### src/rtl/ss_pkg.sv
// Shared types for the buck start-up sequencer.
// Assumes: one-hot coding is not required; states are binary encoded.
package ss_pkg;
    typedef enum logic [2:0] {
        SS_OFF   = 3'd0,
        SS_RAMP  = 3'd1,
        SS_REG   = 3'd2,
        SS_WAIT  = 3'd3,
        SS_LATCH = 3'd4
    } ss_state_e;
endpackage

### src/rtl/ss_cycle_counter.sv
// Free-running up counter with synchronous clear, used to time the
// reference ramp and the hiccup wait.
// Assumes: clr has priority over inc; the count wraps if inc is held
// beyond the top value (the controller never lets that happen).
module ss_cycle_counter #(
    parameter int W = 11
) (
    input  logic         clk,
    input  logic         rst_n,
    input  logic         clr,
    input  logic         inc,
    output logic [W-1:0] count
);
    // Count switching cycles while inc is high; restart from zero on clr.
    always_ff @(posedge clk) begin
        if (!rst_n)      count <= '0;
        else if (clr)    count <= '0;
        else if (inc)    count <= count + 1'b1;
    end
endmodule

### src/rtl/ss_pgood_track.sv
// Power-good tracker with hysteresis built from two threshold flags.
// Assumes: above_lo is high whenever above_hi is high; output is gated
// by in_reg so it drops in the same cycle regulation is left.
module ss_pgood_track (
    input  logic clk,
    input  logic rst_n,
    input  logic in_reg,
    input  logic above_hi,
    input  logic above_lo,
    output logic pg_o
);
    logic pg_q;

    // Set on the rising threshold, hold until the falling threshold is lost.
    always_ff @(posedge clk) begin
        if (!rst_n)       pg_q <= 1'b0;
        else if (!in_reg) pg_q <= 1'b0;
        else if (pg_q)    pg_q <= above_lo;
        else              pg_q <= above_hi;
    end

    assign pg_o = pg_q & in_reg;
endmodule

### src/rtl/ss_seq_fsm.sv
// Sequencing state machine: start, ramp, regulate, hiccup wait, latch-off.
// Assumes: ramp_done and wait_done are terminal-count flags of counters
// cleared whenever their state is not active.
module ss_seq_fsm
    import ss_pkg::*;
(
    input  logic      clk,
    input  logic      rst_n,
    input  logic      por_ok,
    input  logic      en_ok,
    input  logic      fb_uv,
    input  logic      oc_trip,
    input  logic      comp_low,
    input  logic      ramp_done,
    input  logic      wait_done,
    output ss_state_e state
);
    ss_state_e nxt;

    // Next-state choice in priority order: gate, latch, trip, shutdown, progress.
    always_comb begin
        nxt = state;
        if (!por_ok || !en_ok) begin
            nxt = SS_OFF;
        end else if (state == SS_LATCH) begin
            nxt = SS_LATCH;
        end else if (oc_trip && (state == SS_RAMP || state == SS_REG)) begin
            nxt = SS_LATCH;
        end else if (comp_low) begin
            nxt = SS_OFF;
        end else begin
            unique case (state)
                SS_OFF:  nxt = SS_RAMP;
                SS_RAMP: nxt = ramp_done ? SS_REG : SS_RAMP;
                SS_REG:  nxt = fb_uv ? SS_WAIT : SS_REG;
                SS_WAIT: nxt = wait_done ? SS_RAMP : SS_WAIT;
                default: nxt = SS_OFF;
            endcase
        end
    end

    // State register.
    always_ff @(posedge clk) begin
        if (!rst_n) state <= SS_OFF;
        else        state <= nxt;
    end
endmodule

### src/rtl/buck_start_seq.sv
// Top of the start-up and protection sequencer for a buck controller.
// Assumes: clocked once per switching cycle; all inputs are already
// synchronous digital comparator flags.
module buck_start_seq
    import ss_pkg::*;
#(
    parameter int CODE_W        = 11,
    parameter int HICCUP_CYCLES = 2048
) (
    input  logic              clk,
    input  logic              rst_n,
    input  logic              por_ok,
    input  logic              en_ok,
    input  logic              fb_uv,
    input  logic              oc_trip,
    input  logic              comp_low,
    input  logic              pg_hi,
    input  logic              pg_lo,
    output logic [CODE_W-1:0] ref_code,
    output logic              drv_en,
    output logic              fault_latched,
    output logic              pwr_good
);
    localparam int                HIC_W    = (HICCUP_CYCLES > 1) ? $clog2(HICCUP_CYCLES) : 1;
    localparam logic [CODE_W-1:0] CODE_TOP = {CODE_W{1'b1}};
    localparam logic [HIC_W-1:0]  WAIT_TOP = HIC_W'(HICCUP_CYCLES - 1);

    ss_state_e          state;
    logic [CODE_W-1:0]  ramp_cnt;
    logic [HIC_W-1:0]   wait_cnt;
    logic               in_ramp;
    logic               in_wait;
    logic               in_reg;

    assign in_ramp = (state == SS_RAMP);
    assign in_wait = (state == SS_WAIT);
    assign in_reg  = (state == SS_REG);

    ss_cycle_counter #(.W(CODE_W)) u_ramp_cnt (
        .clk   (clk),
        .rst_n (rst_n),
        .clr   (!in_ramp),
        .inc   (in_ramp),
        .count (ramp_cnt)
    );

    ss_cycle_counter #(.W(HIC_W)) u_wait_cnt (
        .clk   (clk),
        .rst_n (rst_n),
        .clr   (!in_wait),
        .inc   (in_wait),
        .count (wait_cnt)
    );

    ss_seq_fsm u_fsm (
        .clk       (clk),
        .rst_n     (rst_n),
        .por_ok    (por_ok),
        .en_ok     (en_ok),
        .fb_uv     (fb_uv),
        .oc_trip   (oc_trip),
        .comp_low  (comp_low),
        .ramp_done (ramp_cnt == CODE_TOP),
        .wait_done (wait_cnt == WAIT_TOP),
        .state     (state)
    );

    ss_pgood_track u_pg (
        .clk      (clk),
        .rst_n    (rst_n),
        .in_reg   (in_reg),
        .above_hi (pg_hi),
        .above_lo (pg_lo),
        .pg_o     (pwr_good)
    );

    // Output decode from the registered state and ramp count.
    always_comb begin
        ref_code = '0;
        if (in_ramp)     ref_code = ramp_cnt;
        else if (in_reg) ref_code = CODE_TOP;
    end

    assign drv_en        = in_ramp | in_reg;
    assign fault_latched = (state == SS_LATCH);
endmodule

### config.mk
export PLATFORM = sky130hd
export DESIGN_NAME = buck_start_seq
export DESIGN_NICKNAME = d
export VERILOG_FILES = /design/src/rtl/ss_pkg.sv /design/src/rtl/ss_cycle_counter.sv /design/src/rtl/ss_pgood_track.sv /design/src/rtl/ss_seq_fsm.sv /design/src/rtl/buck_start_seq.sv
export SDC_FILE = /design/constraint.sdc
export NUM_CORES = 1
export LEC_CHECK = 0
export ABC_AREA = 1
export BUFFER_PORTS_ARGS = -buffer_cell sky130_fd_sc_hd__buf_4
export CAP_MARGIN = 10
export CELL_PAD_IN_SITES_DETAIL_PLACEMENT = 0
export CELL_PAD_IN_SITES_GLOBAL_PLACEMENT = 2
export CORE_ASPECT_RATIO = 0.75
export CORE_MARGIN = 1.5
export CORE_UTILIZATION = 23
export CTS_CLUSTER_DIAMETER = 200
export DETAILED_ROUTE_END_ITERATION = 16
export PLACE_DENSITY = 0.65
export SLEW_MARGIN = 10
export SYNTH_ARGS = -nofsm -noshare
export SYNTH_HDL_FRONTEND = slang
export SYNTH_HIERARCHICAL = 1
export SYNTH_SLANG_ARGS = --single-unit
### constraint.sdc
create_clock -name clk -period 1.55 [get_ports clk]
set_clock_uncertainty 0.1 [all_clocks]
set_input_delay 0.31 -clock clk [delete_from_list [all_inputs] [get_ports clk]]
set_output_delay 0.31 -clock clk [all_outputs]
set_load 0.1 [all_outputs]
==> metrics.txt <==
result of the run finished, violations left; violated checks DRC, setup timing; library cells used by synthesis 19; VDD IR-drop max ~0.24 mV; worst stage delay on the critical path 0.37 ns; number of buffers inserted by port buffering 22; static leakage about 0.00089 uW; utilization after layout 37.1%; sequential element share of the synthesized area roughly 33%; unrepaired setup endpoints after global routing yes; number of antenna cells inserted 0; DIE WIDTH 98.9 microns; final hold violations 0; DIE AREA 7410 sq um; Tightest Hold Check Type input pin to register; root buf cell clkbuf_8; number of remaining DRC errors 3; Critical Path Sink Type output port; path type of the worst setup path register to output port; final weighted congestion in routability-driven placement 0.701; arrival time worst endpoint between 1 and 1.5 ns; WP buf/inv 2; CP Cell Sequence nor2_4 > nand2_4 > buf_12 > o21ai_4 > buf_12; area of the core region 6470 sq um; fmax ~570 MHz; slew margin rel. 83.2%; wire length after detailed routing 4160 microns; total standard cell area after synthesis 1590 sq um; actual slew at the worst max-slew pin 0.252 ns; clock latency on the worst-skew pair ~0.27 ns; Largest delay share family, worst path flip-flops; proportion of layout cells with a drive suffix above 1 29.0%; overall die height 74.9 microns; nets in the synthesized netlist 262; row cnt 25; number of buffers created by CTS 3; cell seen most often among critical-path stages buf_12; maximum number of pins on one net before global-route repair 15; Total Power Consumption approximately 1100 uW; Final setup viols 14; drt first-iter violations 88; Synthesis Warnings 6; num ports 23; dpl cells ~370; minimum setup slack in the final design -0.189 ns; Final Net Count 305; maximum net fanout on the critical path 6; Synth Area per Inst 6.32 sq um; commonest cells after routing, fill and taps aside nand2_1, nor2_1, inv_1; number of antenna violations at the first check in global routing 0; global routing usage summed across all routing layers around 12%; synthesis-stage register bit count 26; routed vias/inst 4.18; leftover overflow at the end of global routing 0; deepest clock path buffer count 2; sinks on the clock net 26; vias after detailed routing 1564; Min Hold Slack 0.161 ns; Worst Setup Start Kind register; max-cap violation count 0; wire length of the first global-routing pass 7280 microns; most common cell after layout, fill and taps aside nand2_1; slowest stage cell on the critical path dfxtp_4; P&R area growth vs syn 51.5%; CTS H-tree lvls 1; required time of the worst setup path about 1.1 ns; Filler Cells Inserted 692; first drt pass iteration count 11; total power density per cell area 474 nW/um^2; count of antenna-violating nets left after detailed routing 0; final critical-path share of the clock period 112%; number of cells produced by synthesis 251; starting density of the core 24.5%; sum of negative setup slack -2.29 ns; estimated wirelength of the detail-placed design 3230 microns; WL/cell 11.1 microns; Clock Pin Slew Worst Setup and Hold Paths 0.09 ns; clock tree from TritonCTS done; shortest clock period the worst path allows after layout 1.74 ns; via count of the first global-routing pass 1492; Final Instance Count excl. Fillers 374; final slew viol count 0
## synth_stat cells
cell / instances / share of area (%)
nor2_2: 4 / 1.6
nand3_2: 3 / 1.9
nand2_1: 55 / 13
dfxtp_1: 26 / 33
nor2_1: 46 / 11
ha_1: 2 / 1.6
nor2_4: 5 / 3.5
inv_2: 2 / 0.47
a21oi_1: 19 / 6.0
buf_6: 2 / 1.4
inv_1: 36 / 8.5
nand3_1: 27 / 8.5
nor3_1: 1 / 0.32
buf_2: 2 / 0.63
o21ai_2: 8 / 4.4
nand2_2: 1 / 0.39
o21ai_0: 9 / 2.8
buf_4: 2 / 0.95
clkinv_1: 1 / 0.24
## report_power, final
group | total (uW) | internal (uW) | switching (uW)
sequential | 666 | 664 | 2.00
clock | 407 | 184 | 222
combinational | 68.0 | 32.4 | 35.6
## flip-flops by register name, indices dropped and copies added, names as in the netlist
| register | flops |
|---|---|
| u_fsm/state | 3 |
| u_pg/pg_q | 1 |
| u_ramp_cnt/count | 11 |
| u_wait_cnt/count | 11 |
## layout make-up
class	instances	area, sq um	share of cell area (%)
Clock buffer	4	45.0	1.87
Tap cell	81	101	4.22
Sequential cell	26	533	22.2
Timing Repair Buffer	44	559	23.3
Inverter	39	155	6.45
Multi-Input combinational cell	180	1010	42.0
## worst min-delay path: stages
cell and delay (ns):
buf_4 0.08, nor2_1 0.03, nor2_2 0.08
## through the flow
step | setup WS [ns] | instance area (sq um)
floorplan | -0.171 | 1760
global placement | 0.0165 | 2160
detailed placement | 0.00951 | 2160
CTS | -0.211 | 2390
global route | -0.250 | 2400
finish | -0.189 | 2400
## routing by layer
layer  part of all wire (%)  track usage [%]  wire, microns
met2                     40             18.2           1660
met3                    3.2             2.60            133
met5                      0                0              0
met1                     56             18.6           2340
met4                   0.74             3.33             31
## final timing paths
check	start	to	slack (ns)	cells after the start
setup / recovery	u_fsm/state[1]	ref_code[5]	-0.19	5
hold reg to reg	u_ramp_cnt/count[0]	u_ramp_cnt/count[0]	0.40	1
hold / removal	pg_hi	u_pg/pg_q	0.16	3
setup reg to reg	u_fsm/state[1]	u_ramp_cnt/count[10]	0.10	8
## kinds of logic after synthesis
group           count (synthesis)  share of synthesized area [%]
simple gates                  142                           40.1
buf+inv                        45                           12.2
compound gates                 36                           13.2
flops                          26                           32.8
fa+ha+maj                       2                           1.58
## repair_timing
item                       in CTS  in global routing
resized for setup              44                  2
pin swaps                       4                  1
setup endpoints to repair      14                 27
hold buffers                    0                  0
setup buffers                   1                  1
Note: power is estimated with default switching activity, not from simulation.
